`config.mk`:
```
export PLATFORM = sky130hd
export DESIGN_NAME = bootrom_ctl
export DESIGN_NICKNAME = d
export VERILOG_FILES = /design/src/rtl/bootrom_pkg.sv /design/src/rtl/bootrom_regs.sv /design/src/rtl/bootrom_window.sv /design/src/rtl/bootrom_seq.sv /design/src/rtl/bootrom_ctl.sv
export SDC_FILE = /design/constraint.sdc
export NUM_CORES = 1
export LEC_CHECK = 0
export BUFFER_PORTS_ARGS = -buffer_cell sky130_fd_sc_hd__buf_4
export CAP_MARGIN = 20
export CORE_MARGIN = 3
export CORE_UTILIZATION = 25
export DETAILED_ROUTE_END_ITERATION = 10
export PLACE_DENSITY_LB_ADDON = 0.15
export SYNTH_ARGS = -nofsm -noshare
export SYNTH_HDL_FRONTEND = slang
export SYNTH_SLANG_ARGS = --single-unit
```
`constraint.sdc`:
```
create_clock -name clk -period 2.2 [get_ports clk]
set_input_delay 0.33 -clock clk [delete_from_list [all_inputs] [get_ports clk]]
set_output_delay 0.33 -clock clk [all_outputs]
set_load 0.02 [all_outputs]
```
`src/rtl/bootrom_pkg.sv`:
```
package bootrom_pkg;

    localparam int REG_W    = 32;
    localparam int MASK_BIT = 8;
    localparam int CNT_W    = 5;

    typedef enum logic {
        ST_IDLE,
        ST_BUSY
    } seq_state_e;

    // Non-linear access length: code 0 is the slowest (reset-safe) setting.
    function automatic logic [CNT_W-1:0] access_len(input logic [2:0] code);
        logic [CNT_W-1:0] len;
        if (code == 3'd0) begin
            len = CNT_W'(18);
        end else begin
            len = {1'b0, code, 1'b0} + CNT_W'(2);
        end
        return len;
    endfunction

endpackage

```
`src/rtl/bootrom_regs.sv`:
```
module bootrom_regs
    import bootrom_pkg::*;
(
    input  logic             clk,
    input  logic             rst_n,
    input  logic             cfg_we,
    input  logic             cfg_word,
    input  logic [REG_W-1:0] cfg_wdata,
    output logic [REG_W-1:0] cfg_rdata,
    output logic             wr_open,
    output logic [1:0]       size_code,
    output logic [2:0]       time_code
);

    typedef struct packed {
        logic       open;
        logic [1:0] size;
        logic [2:0] tcode;
    } cfg_t;

    cfg_t cfg_d, cfg_q;

    // Bits with no storage behind them are simply dropped on write.
    logic unused_wbits;
    assign unused_wbits = ^{cfg_wdata[REG_W-1:MASK_BIT+1], cfg_wdata[MASK_BIT-1:3]};

    always_comb begin
        cfg_d     = cfg_q;
        cfg_rdata = '0;
        if (cfg_we) begin
            if (cfg_word) begin
                cfg_d.tcode = cfg_wdata[2:0];
            end else begin
                cfg_d.open = cfg_wdata[MASK_BIT];
                cfg_d.size = cfg_wdata[1:0];
            end
        end
        if (cfg_word) begin
            cfg_rdata[2:0] = cfg_q.tcode;
        end else begin
            cfg_rdata[MASK_BIT] = cfg_q.open;
            cfg_rdata[1:0]      = cfg_q.size;
        end
    end

    always_ff @(posedge clk) begin
        if (!rst_n) begin
            cfg_q <= '0;
        end else begin
            cfg_q <= cfg_d;
        end
    end

    assign wr_open   = cfg_q.open;
    assign size_code = cfg_q.size;
    assign time_code = cfg_q.tcode;

    AST_TCODE_HOLD: assert property (@(posedge clk) disable iff (!rst_n)
        !$past(cfg_we) |-> $stable(time_code));

endmodule

```
`src/rtl/bootrom_window.sv`:
```
module bootrom_window #(
    parameter int ADDR_W    = 24,
    parameter int BASE_LOG2 = 20
) (
    input  logic [ADDR_W-1:0] byte_off,
    input  logic [1:0]        size_code,
    output logic              in_win
);

    logic [3:0] fits;

    // Size code order is not monotonic: the exponent offset is code ^ 2.
    for (genvar i = 0; i < 4; i++) begin : g_size
        localparam int LG = BASE_LOG2 + (i ^ 2);
        assign fits[i] = ((byte_off >> LG) == '0);
    end

    assign in_win = fits[size_code];

endmodule

```
`src/rtl/bootrom_seq.sv`:
```
module bootrom_seq
    import bootrom_pkg::*;
#(
    parameter int ADDR_W = 24,
    parameter int DATA_W = 32
) (
    input  logic              clk,
    input  logic              rst_n,
    input  logic              mem_req,
    input  logic              mem_we,
    input  logic [ADDR_W-1:0] mem_addr,
    input  logic [DATA_W-1:0] mem_wdata,
    input  logic              in_win,
    input  logic              wr_open,
    input  logic [2:0]        time_code,
    input  logic [DATA_W-1:0] dev_rdata,
    output logic              mem_ack,
    output logic [DATA_W-1:0] mem_rdata,
    output logic              prot_err,
    output logic              dev_ce_n,
    output logic              dev_oe_n,
    output logic              dev_we_n,
    output logic [ADDR_W-3:0] dev_addr,
    output logic [DATA_W-1:0] dev_wdata
);

    localparam int DEV_AW = ADDR_W - 2;

    typedef struct packed {
        seq_state_e        st;
        logic [CNT_W-1:0]  cnt;
        logic              ce_n;
        logic              oe_n;
        logic              we_n;
        logic [DEV_AW-1:0] addr;
        logic [DATA_W-1:0] wdata;
        logic              ack;
        logic [DATA_W-1:0] rdata;
        logic              prot;
    } seq_t;

    seq_t s_d, s_q;

    logic unused_lsbs;
    assign unused_lsbs = ^mem_addr[1:0];

    always_comb begin
        s_d     = s_q;
        s_d.ack = 1'b0;
        case (s_q.st)
            ST_IDLE: begin
                if (mem_req && !s_q.ack) begin
                    if (mem_we && !wr_open) begin
                        s_d.ack   = 1'b1;
                        s_d.rdata = '0;
                        s_d.prot  = 1'b1;
                    end else if (!in_win) begin
                        s_d.ack   = 1'b1;
                        s_d.rdata = '0;
                    end else begin
                        s_d.st    = ST_BUSY;
                        s_d.cnt   = access_len(time_code) - CNT_W'(1);
                        s_d.ce_n  = 1'b0;
                        s_d.oe_n  = mem_we;
                        s_d.we_n  = !mem_we;
                        s_d.addr  = mem_addr[ADDR_W-1:2];
                        s_d.wdata = mem_wdata;
                    end
                end
            end
            ST_BUSY: begin
                if (s_q.cnt == '0) begin
                    s_d.st    = ST_IDLE;
                    s_d.ce_n  = 1'b1;
                    s_d.oe_n  = 1'b1;
                    s_d.we_n  = 1'b1;
                    s_d.ack   = 1'b1;
                    s_d.rdata = s_q.oe_n ? '0 : dev_rdata;
                end else begin
                    s_d.cnt = s_q.cnt - CNT_W'(1);
                end
            end
            default: s_d.st = ST_IDLE;
        endcase
    end

    always_ff @(posedge clk) begin
        if (!rst_n) begin
            s_q       <= '0;
            s_q.st    <= ST_IDLE;
            s_q.ce_n  <= 1'b1;
            s_q.oe_n  <= 1'b1;
            s_q.we_n  <= 1'b1;
        end else begin
            s_q <= s_d;
        end
    end

    assign mem_ack   = s_q.ack;
    assign mem_rdata = s_q.rdata;
    assign prot_err  = s_q.prot;
    assign dev_ce_n  = s_q.ce_n;
    assign dev_oe_n  = s_q.oe_n;
    assign dev_we_n  = s_q.we_n;
    assign dev_addr  = s_q.addr;
    assign dev_wdata = s_q.wdata;

    AST_ACK_PULSE: assert property (@(posedge clk) disable iff (!rst_n)
        mem_ack |=> !mem_ack);

    AST_ADDR_HELD: assert property (@(posedge clk) disable iff (!rst_n)
        (!dev_ce_n && $past(!dev_ce_n)) |-> ($stable(dev_addr) && $stable(dev_wdata)));

    AST_WE_NEEDS_OPEN: assert property (@(posedge clk) disable iff (!rst_n)
        $fell(dev_we_n) |-> $past(wr_open));

    AST_OE_WE_EXCL: assert property (@(posedge clk) disable iff (!rst_n)
        !(!dev_oe_n && !dev_we_n));

    AST_PROT_STICKY: assert property (@(posedge clk) disable iff (!rst_n)
        prot_err |=> prot_err);

    AST_CE_IN_WINDOW: assert property (@(posedge clk) disable iff (!rst_n)
        $fell(dev_ce_n) |-> $past(in_win));

endmodule

```
`src/rtl/bootrom_ctl.sv`:
```
module bootrom_ctl
    import bootrom_pkg::*;
#(
    parameter int ADDR_W    = 24,
    parameter int BASE_LOG2 = 20,
    parameter int DATA_W    = 32
) (
    input  logic              clk,
    input  logic              rst_n,
    input  logic              cfg_we,
    input  logic              cfg_word,
    input  logic [31:0]       cfg_wdata,
    output logic [31:0]       cfg_rdata,
    input  logic              mem_req,
    input  logic              mem_we,
    input  logic [ADDR_W-1:0] mem_addr,
    input  logic [DATA_W-1:0] mem_wdata,
    output logic              mem_ack,
    output logic [DATA_W-1:0] mem_rdata,
    output logic              prot_err,
    output logic              dev_ce_n,
    output logic              dev_oe_n,
    output logic              dev_we_n,
    output logic [ADDR_W-3:0] dev_addr,
    output logic [DATA_W-1:0] dev_wdata,
    input  logic [DATA_W-1:0] dev_rdata
);

    logic       wr_open;
    logic [1:0] size_code;
    logic [2:0] time_code;
    logic       in_win;

    bootrom_regs u_regs (
        .clk       (clk),
        .rst_n     (rst_n),
        .cfg_we    (cfg_we),
        .cfg_word  (cfg_word),
        .cfg_wdata (cfg_wdata),
        .cfg_rdata (cfg_rdata),
        .wr_open   (wr_open),
        .size_code (size_code),
        .time_code (time_code)
    );

    bootrom_window #(
        .ADDR_W    (ADDR_W),
        .BASE_LOG2 (BASE_LOG2)
    ) u_window (
        .byte_off  (mem_addr),
        .size_code (size_code),
        .in_win    (in_win)
    );

    bootrom_seq #(
        .ADDR_W (ADDR_W),
        .DATA_W (DATA_W)
    ) u_seq (
        .clk       (clk),
        .rst_n     (rst_n),
        .mem_req   (mem_req),
        .mem_we    (mem_we),
        .mem_addr  (mem_addr),
        .mem_wdata (mem_wdata),
        .in_win    (in_win),
        .wr_open   (wr_open),
        .time_code (time_code),
        .dev_rdata (dev_rdata),
        .mem_ack   (mem_ack),
        .mem_rdata (mem_rdata),
        .prot_err  (prot_err),
        .dev_ce_n  (dev_ce_n),
        .dev_oe_n  (dev_oe_n),
        .dev_we_n  (dev_we_n),
        .dev_addr  (dev_addr),
        .dev_wdata (dev_wdata)
    );

endmodule

```
### Word-level counts from Yosys, hierarchy flattened

Index checks and enable logic that the tools add are counted.

| operators by class | value |
|---|---|
| add/subtract/negate cells | 3 |
| order comparisons | 1 |
| equal/unequal tests | 6 |
| mux-type cells | 23 |
| bitwise gates (word level) | 3 |
| reductions and logical operators | 18 |

Operator list:

| cell | count |
|---|---|
| 2-to-1 mux 63 bit | 2 |
| 2-to-1 mux 33 bit | 3 |
| 2-to-1 mux 97 bit | 1 |
| zero test 24 bit | 4 |
| one-hot mux 33 bit (2 select lines) | 1 |
| 2-to-1 mux 32 bit | 1 |
| 2-to-1 mux 5 bit | 6 |
| one-hot mux 9 bit (2 select lines) | 1 |
| AND reduction 4 bit | 3 |
| subtractor 5 x 1 -> 5 bit (second input constant) | 2 |
| inequality test 2 bit (second input constant) | 3 |
| AND reduction 3 bit | 2 |
| adder 4 x 2 -> 5 bit (second input constant) | 1 |
| zero test 5 bit | 1 |
| 2-to-1 mux 1 bit | 5 |
| inequality test 2 x 1 -> 1 bit (second input constant) | 2 |
| AND reduction 2 bit | 2 |
| zero test 1 bit | 3 |
| zero test 3 bit | 1 |
| < comparator 2 x 3 -> 1 bit (second input constant) | 1 |
| 2-to-1 mux 3 bit | 1 |
| inequality test 3 bit (second input constant) | 1 |
| NOT 1 bit | 3 |
| binary-select mux 1 bit (select 2 bit) | 1 |
| other kinds (2) | 3 |

| word-level totals | value |
|---|---|
| register bits after elaboration | 103 |
| input bits | 126 |
| output and inout bits | 123 |
| word-level logic and storage cells | 67 |

### Longest topological paths before layout

Gate-level depths: netlist (run 1).

| depth | value |
|---|---|
| word-level depth | 12 |
| mapped depth | 8 |
| gate-level depth less buffers | 8 |

### Cells and area by module

Synthesis (run 1) repeated with hierarchy kept, for this count alone.

| second synthesis, totals | value |
|---|---|
| cells, all modules | 565 |
| area total of the unflattened synthesis | 4775.8 sq um |

Modules (own cells, without submodules):

| module | instances | cells an instance | area each (sq um) | seq. area each (sq um) |
|---|---|---|---|---|
| bootrom_seq | 1 | 503 | 4265.3 | 1941.9 |
| bootrom_regs | 1 | 58 | 486.7 | 120.1 |
| bootrom_window | 1 | 4 | 23.8 | 0.0 |

### Worst setup path after synthesis (run 1)

No wires, ideal clock.

| path | value |
|---|---|
| path kind | register to register |
| start | register u_seq.s_q[91] (netlist name) |
| end | register u_seq.s_q, in the netlist u_seq.mem_rdata[10] |
| setup time | 117 ps |
| arrival | 1430 ps |
| required time | 2083 ps |
| path slack | 653 ps |
| stages on the path, launching flop included | 8 |
| buffers on the path | 1 |
| period minus slack after synthesis | 1547 ps |
| cell sequence | dfxtp_1 inv_1 ha_1 nand3_1 o21ai_0 nor2_2 buf_6 a22o_1 |

| between the ends | value |
|---|---|
| word-level cells in the longest chain between the ends | 3 |

Ends and longest elaborated chain:

| element | RTL line | source |
|---|---|---|
| from (decl) | bootrom_seq.sv:42 | `seq_t s_d, s_q;` |
| zero test 5 bit | bootrom_seq.sv:72 | `if (s_q.cnt == '0) begin` |
| inequality test 2 bit (no line) | - |  |
| AND reduction 3 bit (no line) | - |  |

Every way passes these cells.
A chain may end at the register's enable or synchronous reset.

### Worst setup path after layout (run 1)

| path | value |
|---|---|
| start | register u_regs.cfg_q, in the netlist u_regs.size_code[1] |
| end | register u_seq.s_q[93] (netlist name) |

| between the ends | value |
|---|---|
| word-level cells in the longest chain between the ends | 4 |

Ends and longest elaborated chain:

| element | RTL line | source |
|---|---|---|
| from (decl) | bootrom_regs.sv:21 | `cfg_t cfg_d, cfg_q;` |
| from (signal assigned) | bootrom_regs.sv:50 | `cfg_q <= cfg_d;` |
| binary-select mux 1 bit (select 2 bit) | bootrom_window.sv:18 | `assign in_win = fits[size_code];` |
| 2-to-1 mux 1 bit (implied by the code) | bootrom_window.sv:18 |  |
| inequality test 2 x 1 -> 1 bit (no line) | - |  |
| AND reduction 4 bit (no line) | - |  |

Every way passes these cells. The select of a mux whose other input is x is not followed.

==> results.md, run 1 <==
- Core ar.: 0.0184 mm^2
- Post-cts resize count: 0
- Die Ht: 144 um
- Sequential share of the synthesized area: 0.431
- WL final: 11,300 um
- Port buffer count: 190
- Cell Pwr Density: 677 mW/mm^2
- Setup tns final: 0 ns
- Slew Limit Fails: 0
- Synth Cell Area: 0.00478 mm^2
- Synthesis-to-layout area growth: 25.1%
- Cts bufs inserted: 9
- Hold Slack: 0.193 ns
- DR iter-0 viols: 101
- Clock Sinks: 103
- ANT cells: 0
- Gate power share: 0.109
- Design Area, Final: 0.00599 mm^2
- Postcts setup bufs: 0
- Setup WS post-layout: 0.370 ns
- Worst Path Required: 2.45 ns
- Gate Count Post-Synth: 531
- Cell variety after synth: 39
- Max Cap Viol: 0
- Total track usage: 0.105
- Sw frac: 0.242
- Synth Warn #: 0
- Switching pwr: 0.980 mW
- Fillers: 1,948
- Worst Hold Class: in -> reg
- CTS tree: done
- Drc violations: 0
- Min Tclk post-route: 1.83 ns
- Htree depth: 3
- Worst setup EP type: register
- Clk_skew: 0.00719 ns
- Global route overflow: 0
- Tcrit/Tclk final: 0.832
- Layout net count: 754
- Status: finished clean
- Worst-margin pin slew: 0.608 ns
- Dpl cell area: 0.00567 mm^2
- Total chip power: 4.05 mW
- First-pass GRT wire length: 17,400 um
- Clk pwr share: 0.415
- Final setup violation count: 0
- DP Wirelength: 8300 um
- Main synth FF type: dfxtp_1
- Async SR Flop Fraction: 0
- # rows: 49
- Max frequency: 547 MHz
- Root Buffer: clkbuf_16
- Drt pass-1 iters: 4
- DR vias/cell: 4.12
- Max IR drop VDD: 0.379 mV
- #FFs+latches synth: 103
- Vias in the first global route: 3,396
- Gp weighted congestion: 0.705
- DR WL/cell: 13.1 um
- P_int: 3.07 mW
- Final Hold Vio Count: 0
- Slew Limit Headroom: 0.590
- Reg area: 0.00206 mm^2
- # IOs: 249
- Via Count: 3,538
- RSZ-0062 raised after global routing: false
- Largest net degree at the start of global routing: 47
- Leading cell type in the layout, fill and taps excluded: buf_4
- Fraction of layout cells with a size suffix above 1: 0.353
- Multi-input gate area: 0.00179 mm^2
- Most frequent cells in the layout: buf_4, nand2_1, dfxtp_1, a21boi_0, a22o_1
- Critical path arrival: 2.08 ns
- Pre-CTS WS: 0.283 ns
- EDFF count, synth: 0
- Clk_lat worst skew: 0.34 ns
- Initial antenna violation count: 0
- Die X: 144 um
- Reg power frac: 0.476
- Hold-fix buffers at CTS: 0
- Die area: 0.0208 mm^2
- Reg clk slew, reported paths: 0.07 ns
- Clock buffer depth: 2
- Worst reg2reg setup slack: 0.37 ns
- WS Path Type: reg -> reg
- Initial Utilization: 0.260
- Lkg Pwr: 2.61 nW
- Final ANT Viol Nets: 0
- Syn avg cell area: 9.01 um^2
- CP max FO: 36
- Nature of the critical path startpoint: register
[power groups by stage]
stage | Combinational [mW] | Clock [mW] | Sequential (mW)
after CTS | 0.451 | 1.78 | 1.93
after detailed placement | 0.449 | 0 | 1.97
after global placement | 0.446 | 0 | 1.97
after global routing | 0.488 | 1.84 | 1.93
final | 0.443 | 1.68 | 1.93
after floorplan | 0.299 | 0 | 1.97
[path summary, 6_finish.rpt]
check | from | to | cells after the start
setup / recovery | u_regs.size_code[1] | u_seq.s_q[93] | 6
hold / removal | dev_rdata[17] | u_seq.mem_rdata[17] | 2
setup reg to reg | u_regs.size_code[1] | u_seq.s_q[93] | 6
hold reg to reg | u_seq.dev_wdata[4] | u_seq.dev_wdata[4] | 2
[flip-flops by register name, indices dropped and copies added (netlist names), 2 cells and up]
register          cells
u_seq.dev_wdata      32
u_seq.mem_rdata      32
u_seq.dev_addr       22
u_regs.size_code      2
u_regs.time_code      3
u_seq.s_q             6
[cell families (layout without fill, tap and decap cells)]
| logic type | Yosys count | in the layout | share of synthesized area |
|---|---|---|---|
| DFF | 103 | 103 | 0.431 |
| other | 1 | 28 | 0.000784 |
| adders and majority gates | 4 | 4 | 0.0105 |
| xor gates and xnor gates | 4 | 4 | 0.00732 |
| muxes | 6 | 6 | 0.0131 |
| AOI/OAI and AO/OA | 108 | 108 | 0.176 |
| and+or+nand+nor | 157 | 157 | 0.143 |
| buffers and inverters | 148 | 219 | 0.218 |
[Yosys cell counts, drive strengths merged (2+ instances only)]
master  instances  area, um^2
a211oi          2        20.0
o31ai           2        15.0
clkbuf         15        56.3
nor2            7        28.8
mux2            2        22.5
inv             6        22.5
nand2         117         439
a21boi         60         450
nor2b          10        62.6
a22o           32         280
o21ai           5        25.0
and2            2        12.5
nand2b          2        12.5
nor3b           3        27.5
buf           127         965
ha              4        50.1
nand3           9        45.0
and3            2        12.5
xnor2           4        35.0
a21oi           3        15.0
mux2i           4        40.0
dfxtp         103        2060
[critical path: stages (launching register included)]
cell and delay [ns]:
dfxtp_1 0.34, nand2b_1 0.19, a211oi_2 0.36, and3_2 0.37, buf_12 0.23, nor3b_1 0.07, a211oi_1 0.17
[metal layers]
layer,vias up,GRT usage,part of all wire
met4,0,0.0309,0.012
met2,140,0.173,0.46
li1,1793,-,-
met1,1596,0.125,0.43
met5,-,0,0
met3,9,0.0453,0.10
[area by class of cell]
cell class              count  area share
flip-flops and latches    103       0.344
multi-input cells         307       0.300
repair buffers            197       0.251
well taps                 229      0.0479
clock buffers              11      0.0422
clock inverters             5      0.0107
inverters                   6     0.00376
[metrics by stage]
stage               instances   util
CTS                       858  0.325
detailed placement        842  0.308
finish                    858  0.325
floorplan                 558      -
global route              858  0.325
global placement          842  0.308
Power figures use the tool's default switching activity.
==> run 2: changes to the inputs <==
ABC_AREA = 1   (was not set)
clock period = 1.6 ns   (was 2.2 ns; I/O delays follow)
==> run 2 against run 1 <==
Compared with the run above: hold slack worse by 0.057 ns; clock power is 41% higher; sequential share of layout area is 2.5 points lower; sequential power is 38% higher; critical endpoint is now u_seq.mem_rdata[26]; largest cell class unchanged; highest routed layer unchanged.
==> results.md, run 2 <==
- Final instance count without filler cells: 1,016 (+18%)
- Via Count: 4,310 (+22%)
- DR vias/cell: 4.24 (+2.9%)
- Clk_skew: 0.00648 ns (-0.000704 ns)
- Yosys top cell by area: dfxtp_1
- Count leader, synth: buf_4
- Setup tns final: 0 ns (unchanged)
- Gp weighted congestion: 0.836 (+19%)
- Reg clk slew, reported paths: 0.08 ns (about the same)
- DR WL/cell: 14.2 um (+8.1%)
- Global route overflow: 0 (unchanged)
- Initial Utilization: 0.256 (-0.00383)
- Core ar.: 0.0197 mm^2 (+6.9%)
- Adder-Cell Fraction of Synth Area: 0.00994 (-0.000525)
- First-pass GRT wire length: 21,600 um (+24%)
- Largest net degree at the start of global routing: 54 (+15%)
- Port buffer count: 190 (unchanged)
- Lkg Pwr: 2.73 nW (+4.7%)
- Htree depth: 3 (unchanged)
- Max Cap Viol: 0 (unchanged)
- Final ANT Viol Nets: 0 (unchanged)
- Synth Cell Area: 0.00504 mm^2 (+5.3%)
- Min Tclk post-route: 1.57 ns (-0.256 ns)
- Leading cell type in the layout, fill and taps excluded: buf_4
- WL final: 14,400 um (+28%)
- Fraction of layout cells with a size suffix above 1: 0.348 (-0.00540)
- Sequence of cells on the critical path: inv_2 -> ha_4 -> inv_4 -> nor2_4 -> nand4_4 -> nor2_4 -> clkbuf_16 -> nand2_1 -> a21oi_2
- Layout Utilization: 0.329 (+0.00343)
- Main synth FF type: dfxtp_1
- Critical path arrival: 1.86 ns (-0.22 ns)
- DR iter-0 viols: 151 (+50%)
- Crit-path max cell delay: 0.32 ns (-0.05 ns)
- Critical path's slowest cell: dfxtp_1
- Root Buffer: clkbuf_16
- Total chip power: 6.00 mW (+48%)
- Sequential share of the synthesized area: 0.409 (-0.0216)
- Vias in the first global route: 4,071 (+20%)
- Initial antenna violation count: 0 (unchanged)
- # IOs: 249 (unchanged)
- WS Path Type: reg -> reg
- Synth Area in Compound Gates: 0.113 (-0.0630)
- Die Ht: 148 um (+2.5%)
- Drc violations: 0 (unchanged)
- Slew Limit Fails: 0 (unchanged)
- Clock Sinks: 103 (unchanged)
- Gate Count Post-Synth: 648 (+22%)
- Most frequent cells in the layout: buf_4, nand2_1, dfxtp_1, nand3_1, a21oi_1
- WP buf/inv: 3 (+2)
- Synth Warn #: 0 (unchanged)
- Worst Hold Class: in -> reg
- Final Hold Vio Count: 0 (unchanged)
- Top cells by count, synth: buf_4, nand2_1, dfxtp_1, a21oi_1, nand3_1
- Synth Area in Simple Gates: 0.224 (+0.0808)
- Clock buffer depth: 2 (unchanged)
- Synthesis-to-layout area growth: 28.3%
- Syn avg cell area: 7.77 um^2 (-14%)
- Multiplexer area fraction after synthesis: 0 (-0.0131)
- XOR/XNOR Fraction of Synth Area: 0 (-0.00732)
- Status: finished clean
- Worst Path Required: 1.89 ns (-0.56 ns)
- Worst setup EP type: register
- Nature of the critical path startpoint: register
- Cts bufs inserted: 9 (unchanged)
- Tcrit/Tclk final: 0.984 (+0.152)
- Largest family of logic cells by synthesized area: buffers and inverters
- EDFF count, synth: 0 (unchanged)
- Max frequency: 635 MHz (+16%)
- Async SR Flop Fraction: 0 (unchanged)
- Die X: 148 um (+2.5%)
- Cell Pwr Density: 928 mW/mm^2 (+37%)
- Cell variety after synth: 27 (-31%)
- CTS tree: done
- Die area: 0.0219 mm^2 (+5.1%)
- Clk_lat worst skew: 0.35 ns (about the same)
- Top cell type's share of synthesized area: 0.409 (-0.0216)
- Cell family with most CP delay: simple AND/OR/NAND/NOR gates
- DP Wirelength: 10,000 um (+21%)
- Layout net count: 876 (+16%)
- Final setup violation count: 0 (unchanged)
- Hold-fix buffers at CTS: 0 (unchanged)
- RSZ-0062 raised after global routing: true
- Drt pass-1 iters: 4 (unchanged)
- CP max FO: 8 (-78%)
- Dpl cells: 996 (+18%)
- Top cell by count, worst path: nor2_4
- #FFs+latches synth: 103 (unchanged)
- Synth area leaders: dfxtp_1, buf_4, a21oi_1
- Max IR drop VDD: 0.497 mV (+31%)
- Total track usage: 0.123 (+0.0179)
- # rows: 51 (+4.1%)
- ANT cells: 0 (unchanged)
[run 2: cell count changes after synthesis, moves of 11 or more]
cell	change
a22o_1	-32
a21boi_1	-11
inv_1	+16
nand3_1	+85
a21oi_1	+93
nor2_1	+16
a21boi_0	-49
[run 2: worst paths after layout]
path	slack [ns]	endpoint	cells past startpoint	start
setup / recovery	0.03	u_seq.mem_rdata[26]	9	u_seq.s_q[91]
hold / removal	0.14	u_seq.mem_rdata[9]	3	dev_rdata[9]
setup reg to reg	0.03	u_seq.mem_rdata[26]	9	u_seq.s_q[91]
hold reg to reg	0.46	u_seq.dev_addr[21]	2	u_seq.dev_addr[21]
[run 2: worst register-to-register path: stages (launching register included)]
cell       delay (ns)
dfxtp_1          0.32
inv_2            0.08
ha_4             0.15
inv_4            0.04
nor2_4           0.13
nand4_4          0.11
nor2_4           0.27
clkbuf_16        0.22
nand2_1          0.07
a21oi_2          0.13
[run 2: logic make-up after synthesis]
logic type,count (synthesis)
DFF,103
buffers and inverters,179
adders and majority gates,4
other,1
AOI/OAI and AO/OA,113
and+or+nand+nor,248
[run 2: report_power, final]
part	total [mW]	leakage, nW	switching [mW]	internal (mW)
Sequential	2.67	0.834	0.0394	2.63
Combinational	0.957	1.74	0.561	0.395
Clock	2.37	0.155	1.11	1.26
Total	6.00	2.73	1.71	4.28
[run 2: timing repair]
item / CTS / global route
resized for setup: 1 / 21
setup buffers: 0 / 1
gates cloned: 0 / 3
endpoints found under the setup margin: 33 / 35
pin swaps: 0 / 15
[run 2: metrics by stage]
step	hold WS, ns	cell area, um^2	setup WS, ns
floorplan	0.378	5140	0.170
global placement	0.444	6010	-0.0785
detailed placement	0.450	6010	-0.118
CTS	0.116	6320	0.0306
global route	0.131	6460	-0.0869
finish	0.135	6460	0.0264
[run 2: final cells by class]
| class | instances | area (um^2) |
|---|---|---|
| Inverter | 27 | 110 |
| Multi-Input combinational cell | 393 | 1920 |
| Fill cell | 2130 | 13200 |
| Timing Repair Buffer | 212 | 1730 |
| Sequential cell | 103 | 2060 |
| Clock buffer | 9 | 225 |
| Clock inverter | 7 | 87.6 |
| Tap cell | 265 | 332 |
[run 2: layer usage]
| layer | part of all wire | routed length, um | up-vias | global-route usage |
|---|---|---|---|---|
| met3 | 0.058 | 843 | 15 | 0.0322 |
| met1 | 0.44 | 6340 | 2012 | 0.151 |
| met4 | 0.016 | 228 | 0 | 0.0397 |
| met5 | 0 | 0 | - | 0 |
| li1 | - | - | 2165 | - |
| met2 | 0.49 | 7000 | 118 | 0.211 |
